$ cat config.mk
export PLATFORM = sky130hd
export DESIGN_NAME = cand_bus_seg
export DESIGN_NICKNAME = d
export VERILOG_FILES = /design/src/rtl/cbs_pkg.sv /design/src/rtl/cbs_queue.sv /design/src/rtl/cbs_out_sel.sv /design/src/rtl/cand_bus_seg.sv
export SDC_FILE = /design/constraint.sdc
export NUM_CORES = 1
export LEC_CHECK = 0
export CAP_MARGIN = 0
export CORE_MARGIN = 5
export CORE_UTILIZATION = 50
export CTS_CLUSTER_SIZE = 8
export DETAILED_ROUTE_END_ITERATION = 7
export PLACE_DENSITY = 0.83
export SYNTH_ARGS = -nofsm -noshare
export SYNTH_HDL_FRONTEND = slang
export SYNTH_HIERARCHICAL = 1
export SYNTH_SLANG_ARGS = --single-unit
$ cat constraint.sdc
create_clock -name clk -period 2.5 [get_ports clk]
set_clock_uncertainty 0.15 [all_clocks]
set_input_delay 0.5 -clock clk [delete_from_list [all_inputs] [get_ports clk]]
set_output_delay 0.5 -clock clk [all_outputs]
set_load 0.05 [all_outputs]
$ cat src/rtl/cbs_pkg.sv
package cbs_pkg;
  localparam int unsigned CBS_SOL_W = 4;
  localparam int unsigned CBS_DLY_W = 4;

  typedef struct packed {
    logic [CBS_SOL_W-1:0] sol;
    logic [CBS_DLY_W-1:0] dly;
  } cbs_entry_t;

  // saturating increment of a wait count
  function automatic logic [CBS_DLY_W-1:0] dly_step(input logic [CBS_DLY_W-1:0] d);
    return (&d) ? d : d + 1'b1;
  endfunction
endpackage

$ cat src/rtl/cbs_queue.sv
module cbs_queue
  import cbs_pkg::*;
#(
  parameter int unsigned DEPTH = 4,
  localparam int unsigned CNT_W = $clog2(DEPTH + 1)
) (
  input  logic                 clk,
  input  logic                 rst,
  input  logic                 pop,
  input  logic                 push_vld,
  input  logic [CBS_SOL_W-1:0] push_sol,
  output logic                 head_vld,
  output cbs_entry_t           head,
  output logic [CNT_W-1:0]     cnt_o,
  output logic                 ovf
);
  logic [CNT_W-1:0] cnt, cnt_pop, cnt_nxt;
  logic             accept;
  cbs_entry_t       ent [DEPTH];
  cbs_entry_t       nxt [DEPTH];
  cbs_entry_t       shf [DEPTH];

  // view of the slots after the head has been removed
  for (genvar g = 0; g < DEPTH; g++) begin : g_shift
    if (g == DEPTH - 1) begin : g_last
      assign shf[g] = '0;
    end else begin : g_mid
      assign shf[g] = ent[g+1];
    end
  end

  always_comb begin
    cnt_pop = pop ? cnt - 1'b1 : cnt;
    accept  = push_vld && (cnt_pop != CNT_W'(DEPTH));
    ovf     = push_vld && !accept;
    cnt_nxt = cnt_pop + CNT_W'(accept);
    for (int k = 0; k < DEPTH; k++) begin
      nxt[k] = '0;
      if (CNT_W'(k) < cnt_pop) begin
        nxt[k].sol = pop ? shf[k].sol : ent[k].sol;
        nxt[k].dly = dly_step(pop ? shf[k].dly : ent[k].dly);
      end else if (accept && (CNT_W'(k) == cnt_pop)) begin
        nxt[k].sol = push_sol;
        nxt[k].dly = CBS_DLY_W'(1);
      end
    end
  end

  always_ff @(posedge clk) begin
    if (rst) begin
      cnt <= '0;
      for (int k = 0; k < DEPTH; k++) ent[k] <= '0;
    end else begin
      cnt <= cnt_nxt;
      for (int k = 0; k < DEPTH; k++) ent[k] <= nxt[k];
    end
  end

  assign head_vld = (cnt != '0);
  assign head     = ent[0];
  assign cnt_o    = cnt;
endmodule

$ cat src/rtl/cbs_out_sel.sv
module cbs_out_sel
  import cbs_pkg::*;
#(
  parameter int unsigned          GRP_ID_W = 4,
  parameter logic [GRP_ID_W-1:0] LOCAL_ID = '0
) (
  input  logic                 up_empty,
  input  logic [GRP_ID_W-1:0]  up_id,
  input  logic [CBS_DLY_W-1:0] up_dly,
  input  logic [CBS_SOL_W-1:0] up_sol_n,
  input  logic                 head_vld,
  input  cbs_entry_t           head,
  input  logic                 loc_vld,
  input  logic [CBS_SOL_W-1:0] loc_sol_n,
  output logic [GRP_ID_W-1:0]  nx_id,
  output logic [CBS_DLY_W-1:0] nx_dly,
  output logic [CBS_SOL_W-1:0] nx_sol_n,
  output logic                 sent_sat
);
  always_comb begin
    nx_id    = '0;
    nx_dly   = '0;
    nx_sol_n = '1;
    sent_sat = 1'b0;
    if (!up_empty) begin
      nx_id    = up_id;
      nx_dly   = up_dly;
      nx_sol_n = up_sol_n;
    end else if (head_vld) begin
      nx_id    = LOCAL_ID;
      nx_dly   = head.dly;
      nx_sol_n = head.sol;
      sent_sat = &head.dly;
    end else if (loc_vld) begin
      nx_id    = LOCAL_ID;
      nx_sol_n = loc_sol_n;
    end
  end
endmodule

$ cat src/rtl/cand_bus_seg.sv
module cand_bus_seg
  import cbs_pkg::*;
#(
  parameter int unsigned          GRP_ID_W = 4,
  parameter int unsigned          DEPTH    = 4,
  parameter logic [GRP_ID_W-1:0] LOCAL_ID = GRP_ID_W'(5),
  localparam int unsigned         CNT_W    = $clog2(DEPTH + 1)
) (
  input  logic                 clk,
  input  logic                 rst,
  input  logic [CBS_SOL_W-1:0] loc_sol_n,
  input  logic [GRP_ID_W-1:0]  up_id,
  input  logic [CBS_DLY_W-1:0] up_dly,
  input  logic [CBS_SOL_W-1:0] up_sol_n,
  input  logic                 up_warn,
  output logic [GRP_ID_W-1:0]  dn_id,
  output logic [CBS_DLY_W-1:0] dn_dly,
  output logic [CBS_SOL_W-1:0] dn_sol_n,
  output logic                 dn_warn,
  output logic                 step
);
  logic                 up_empty, loc_vld, direct;
  logic                 head_vld, q_ovf, sent_sat;
  cbs_entry_t           head;
  logic [CNT_W-1:0]     q_cnt;
  logic [GRP_ID_W-1:0]  nx_id;
  logic [CBS_DLY_W-1:0] nx_dly;
  logic [CBS_SOL_W-1:0] nx_sol_n;

  assign up_empty = &up_sol_n;
  assign loc_vld  = ~&loc_sol_n;
  assign direct   = up_empty && !head_vld && loc_vld;

  cbs_queue #(.DEPTH(DEPTH)) queue_i (
    .clk      (clk),
    .rst      (rst),
    .pop      (up_empty && head_vld),
    .push_vld (loc_vld && !direct),
    .push_sol (loc_sol_n),
    .head_vld (head_vld),
    .head     (head),
    .cnt_o    (q_cnt),
    .ovf      (q_ovf)
  );

  cbs_out_sel #(.GRP_ID_W(GRP_ID_W), .LOCAL_ID(LOCAL_ID)) sel_i (
    .up_empty  (up_empty),
    .up_id     (up_id),
    .up_dly    (up_dly),
    .up_sol_n  (up_sol_n),
    .head_vld  (head_vld),
    .head      (head),
    .loc_vld   (loc_vld),
    .loc_sol_n (loc_sol_n),
    .nx_id     (nx_id),
    .nx_dly    (nx_dly),
    .nx_sol_n  (nx_sol_n),
    .sent_sat  (sent_sat)
  );

  always_ff @(posedge clk) begin
    if (rst) begin
      dn_id    <= '0;
      dn_dly   <= '0;
      dn_sol_n <= '1;
      dn_warn  <= 1'b0;
      step     <= 1'b0;
    end else begin
      dn_id    <= nx_id;
      dn_dly   <= nx_dly;
      dn_sol_n <= nx_sol_n;
      dn_warn  <= up_warn | q_ovf | sent_sat;
      step     <= up_empty;
    end
  end
endmodule

## After elaboration in Yosys (flattened, before gate mapping)

Memories as Yosys holds them, arrays and structs flattened.
Index checks and enable logic that the tools add are counted.

- Memories kept: 1
- Output and inout bits: 14
- Register bits after elaboration: 17
- RAM bits: 32

- Bitwise operators: 6
- Add/sub/neg operators: 6
- Equal/unequal tests: 4
- Multiplexer cells: 38
- Reductions and logical operators: 23
- $lt $le $gt $ge: 4

Memories:

| name | words | width | rd ports | clocked after memory_dff | wr ports | RTL line | source |
|---|---|---|---|---|---|---|---|
| queue_i.ent | 4 | 8 | 4 | 0 | 4 | cbs_queue.sv:19 | `cbs_entry_t ent [DEPTH];` |

Operator list:

| cell | number |
|---|---|
| $mux W8 | 12 |
| $mux W4 | 19 |
| $reduce_and A4 Y1 | 7 |
| $add A4 B1 Y4 const B | 4 |
| $logic_and A1 B1 Y1 | 10 |
| $eq A2 B3 Y1 const A | 2 |
| $lt A1 B3 Y1 const A | 2 |
| $lt A2 B3 Y1 const A | 2 |
| $mux W3 | 2 |
| $or A1 B1 Y1 | 6 |
| $mux W1 | 5 |
| $logic_not A1 Y1 | 4 |
| $add A3 B1 Y3 | 1 |
| $eq A1 B3 Y1 const A | 1 |
| $logic_not A3 Y1 | 1 |
| $ne A3 B3 Y1 const B | 1 |
| $reduce_bool A3 Y1 | 1 |
| $sub A3 B1 Y3 const B | 1 |

## Logic depth before layout (Yosys ltp)

- Word-level depth: 11
- Mapped depth: 15

## Modules after synthesis

The synthesis kept the hierarchy.

By module, submodules not included:

| module | times used | area each (sq um) | cells an instance | seq. area each (sq um) |
|---|---|---|---|---|
| cbs_queue | 1 | 2097.0 | 242 | 700.7 |
| cand_bus_seg | 1 | 414.1 | 35 | 280.3 |
| cbs_out_sel | 1 | 244.0 | 41 | 0.0 |

## Worst setup path after synthesis

No wires, ideal clock.

- Kind: register to register
- Start: register queue_i.cnt[0] (netlist: queue_i/cnt_o[0])
- End: memory queue_i/ent[1][0] (netlist bit)
- Path slack: -66 ps
- Setup time: 115 ps
- Stages on the path, launching flop included: 14
- Arrival: 2302 ps
- Buffers on the path: 3
- Cells stage by stage: dfxtp_1 > buf_6 > inv_1 > ha_1 > nand2_1 > and2_1 > buf_2 > buf_4 > mux2_2 > ha_1 > nand4_1 > nand2_1 > xnor2_1 > o21a_1

RTL lines:

| element | RTL line | source |
|---|---|---|
| start: declaration | cbs_queue.sv:17 | `logic [CNT_W-1:0] cnt, cnt_pop, cnt_nxt;` |
| start signal: assignment | cbs_queue.sv:54 | `cnt <= cnt_nxt;` |
| end: declaration | cbs_queue.sv:19 |  |

==> flow_metrics.env <==
export IMPL_area_growth_pct=30.2
export IMPL_drt_pass1_iter_count=4
export IMPL_synth_edf_count=0
export IMPL_synth_common_cells="49 x dfxtp_1, 21 x nor2_1, 16 x nor2b_1, 16 x nor3_1, 15 x nand2_1"
export IMPL_dp_hpwl_mm=4.77
export IMPL_ys_seq_area_share_pct=35.6
export IMPL_hold_class="reg -> reg"
export IMPL_yosysMostFrequentCell="dfxtp_1"
export IMPL_fin_util_pct=65.9
export IMPL_ys_ff_latch=49
export IMPL_path_clk_slew_ns=0.09
export IMPL_stdcell_count=446
export IMPL_grt_pass1_vias=2407
export IMPL_syn_area_sq_mm=0.00276
export IMPL_max_slew_worst_pin_slew_ns=0.506
export IMPL_grt_use_met1_pct=21.6
export IMPL_die_w_um=84.2
export IMPL_met3_usage_pct=3.93
export IMPL_worstPathArrival_ns=2.41
export IMPL_grt_ovfl_total=0
export IMPL_synth_top_area_share_pct=35.6
export IMPL_reg2regPathDepth=10
export IMPL_chipHeight_um=84.2
export IMPL_busiest_layer="met2"
export IMPL_hold_depth=1
export IMPL_hold_buffers=0
export IMPL_dp_cells=435
export IMPL_cts_buffer_depth=2
export IMPL_synth_fp_nets=344
export IMPL_power_density_mw_per_mm2=761
export IMPL_io_buffers=32
export IMPL_synth_flop_cell="dfxtp_1"
export IMPL_vias=2553
export IMPL_relSlewSlack_pct=66.2
export IMPL_antenna_cells=0
export IMPL_avgSynthCellArea_sq_um=8.66
export IMPL_maxSlewViolCount=0
export IMPL_dieArea_sq_mm=0.00709
export IMPL_grt_util_met2_pct=32.6
export IMPL_layout_setup_ws_ns=0.152
export IMPL_finalSetupViolations=0
export IMPL_post_route_drc_count=0
export IMPL_grtUsageTotal_pct=18.3
export IMPL_peakVddDrop_mv=0.470
export IMPL_p_leak_nw=1.38
export IMPL_period_needed_ns=2.35
export IMPL_synthCells=318
export IMPL_synthTopCellsByArea="dfxtp_1 36%, nor2b_1 3.6%, ha_1 3.2%"
export IMPL_crit_path_start_kind="register"
export IMPL_final_nets=399
export IMPL_antenna_found_initial=0
export IMPL_core_area_sq_mm=0.00544
export IMPL_outcome="finished, final reports clean"
export IMPL_initial_core_util_pct=50.7
export IMPL_grt_pass1_wl_mm=10.8
export IMPL_cts_root_buf="clkbuf_8"
export IMPL_rr_endpoint="queue_i/ent[0][1]"
export IMPL_rows=27
export IMPL_cp_required_ns=2.57
export IMPL_whs_ns=0.331
export IMPL_min_period_over_period_pct=93.9
export IMPL_worstHoldStart="queue_i/ent[3][7]"
export IMPL_synth_distinct_cells=54
export IMPL_cts_tree="yes"
export IMPL_maxCapViolations=0
export IMPL_drive_gt1_share_pct=20.6
export IMPL_place_gp_congestion=0.907
export IMPL_yosys_warnings=6
export IMPL_h_tree_depth=2
export IMPL_via_per_inst=5.72
export IMPL_async_flop_share_pct=0
export IMPL_holdPathEnd="queue_i/ent[3][7]"
export IMPL_reg2reg_slack_ns=0.15
export IMPL_end_kind="register"
export IMPL_path_class="reg -> reg"
export IMPL_numCtsBuffers=5
export IMPL_crit_path_max_fanout=7
export IMPL_grt_start_max_net_pins=23
export IMPL_critical_path_max_stage_delay_ns=0.38
export IMPL_max_freq_mhz=426
export IMPL_hold_viol=0
export IMPL_synth_largest_area_cell="dfxtp_1"
export IMPL_drt_iter0_drc=127
export IMPL_r2r_start="queue_i/cnt_o[1]"
export IMPL_antenna_left=0
export IMPL_io_pins=33
export IMPL_clk_insertion_delay_late_ns=0.31
export IMPL_cts_sinks=49
export IMPL_worstPathCellList="inv_2 -> ha_1 -> nand2_1 -> and2_4 -> clkbuf_16 -> mux2_4 -> ha_4 -> nand4_1 -> a21oi_1 -> nor4b_2"
export IMPL_wl_per_cell_um=15.1
export IMPL_critPathSlowestCell="dfxtp_1"
export IMPL_rsz0062_at_grt="no"
export IMPL_drt_wl_total_mm=6.75
export IMPL_post_place_ws_ns=-0.378
## cell families after synthesis
kind of cell | synth area share (%)
flip-flops | 35.6
XOR/XNOR | 2.86
AND/OR/NAND/NOR | 28.4
buffers and inverters | 6.04
adder cells (fa/ha/maj) | 3.18
multiplexers | 5.04
AO/OA/AOI/OAI | 18.8
## stage by stage
step / total power [mW] / instance area (sq um) / TNS [ns]
detailed placement: 2.12 / 3310 / -8.64
floorplan: 1.82 / 2770 / 0
CTS: 2.61 / 3430 / 0
global placement: 2.08 / 3310 / -6.47
finish: 2.73 / 3590 / 0
global route: 2.90 / 3590 / 0
## worst max path at each step
stage | start | endpoint | slack [ns] | depth (start not counted)
after floorplan | queue_i/cnt_o[0] | queue_i/ent[2][0] | 0.007 | 13
after global placement | up_sol_n[2] | queue_i/ent[1][0] | -0.32 | 11
after detailed placement | up_sol_n[2] | queue_i/ent[1][2] | -0.38 | 11
after CTS | up_sol_n[3] | queue_i/ent[1][0] | 0.008 | 11
after global routing | queue_i/cnt_o[1] | queue_i/ent[0][1] | 0.02 | 10
final | queue_i/cnt_o[1] | queue_i/ent[0][1] | 0.15 | 10
## flip-flops by register name (all words and copies together), names as in the netlist
register and cells:
dn_dly 4, dn_id 4, dn_sol_n 4, dn_warn 1, queue_i/cnt_o 3, queue_i/ent 32, step 1
## cell type report
class	count	area (sq um)
clock buffers	5	68.8
clock inverters	3	22.5
fillers	405	1850
inverters	10	38.8
multi-input cells	238	1730
flip-flops and latches	49	981
well taps	72	90.1
repair buffers	69	651
## report_power, final
part / switching (mW) / leakage [nW] / internal, mW / total, mW
registers: 0.0936 / 0.403 / 0.916 / 1.01
clock network: 0.280 / 0.0481 / 0.199 / 0.479
logic: 0.658 / 0.932 / 0.582 / 1.24
## placed cells by master (no fill, tap or decap), drive strengths merged, types with 5 or more instances in the layout
master         count
o32ai              5
buf               36
ha                 7
mux2               7
nor2b             16
a31oi              5
nand3b             6
nor2              21
clkbuf             6
inv                9
o22ai              7
nor3              16
or2                8
nand4              6
mux2i              6
xor2               5
o21ai             17
o211ai             6
nor4               5
nor3b              9
clkdlybuf4s50     28
dfxtp             49
a21oi             13
nand3              9
nand2b             6
nand2             15
## repair_timing
item,4_1_cts,5_1_grt
cloned,0,1
setup buffers,0,2
pin swaps,1,11
endpoints found under the setup margin,8,20
resized for setup,5,29
## critical path: cells and delay by family, from the launching register on
kind                       cells  cell delay, ns
buffers and inverters          2            0.22
and+or+nand+nor                4            0.71
muxes                          1            0.32
adders and majority gates      2            0.38
AOI/OAI and AO/OA              1            0.11
DFF                            1            0.38
## layer usage
| layer | wire length (um) | share of wire [%] | vias up |
|---|---|---|---|
| met4 | 82 | 1.2 | 0 |
| met3 | 391 | 5.8 | 10 |
| met2 | 3330 | 49 | 70 |
| met5 | 0 | 0 | - |
| met1 | 2950 | 44 | 1206 |
| li1 | - | - | 1267 |
Note: power is estimated with default switching activity, not from simulation.
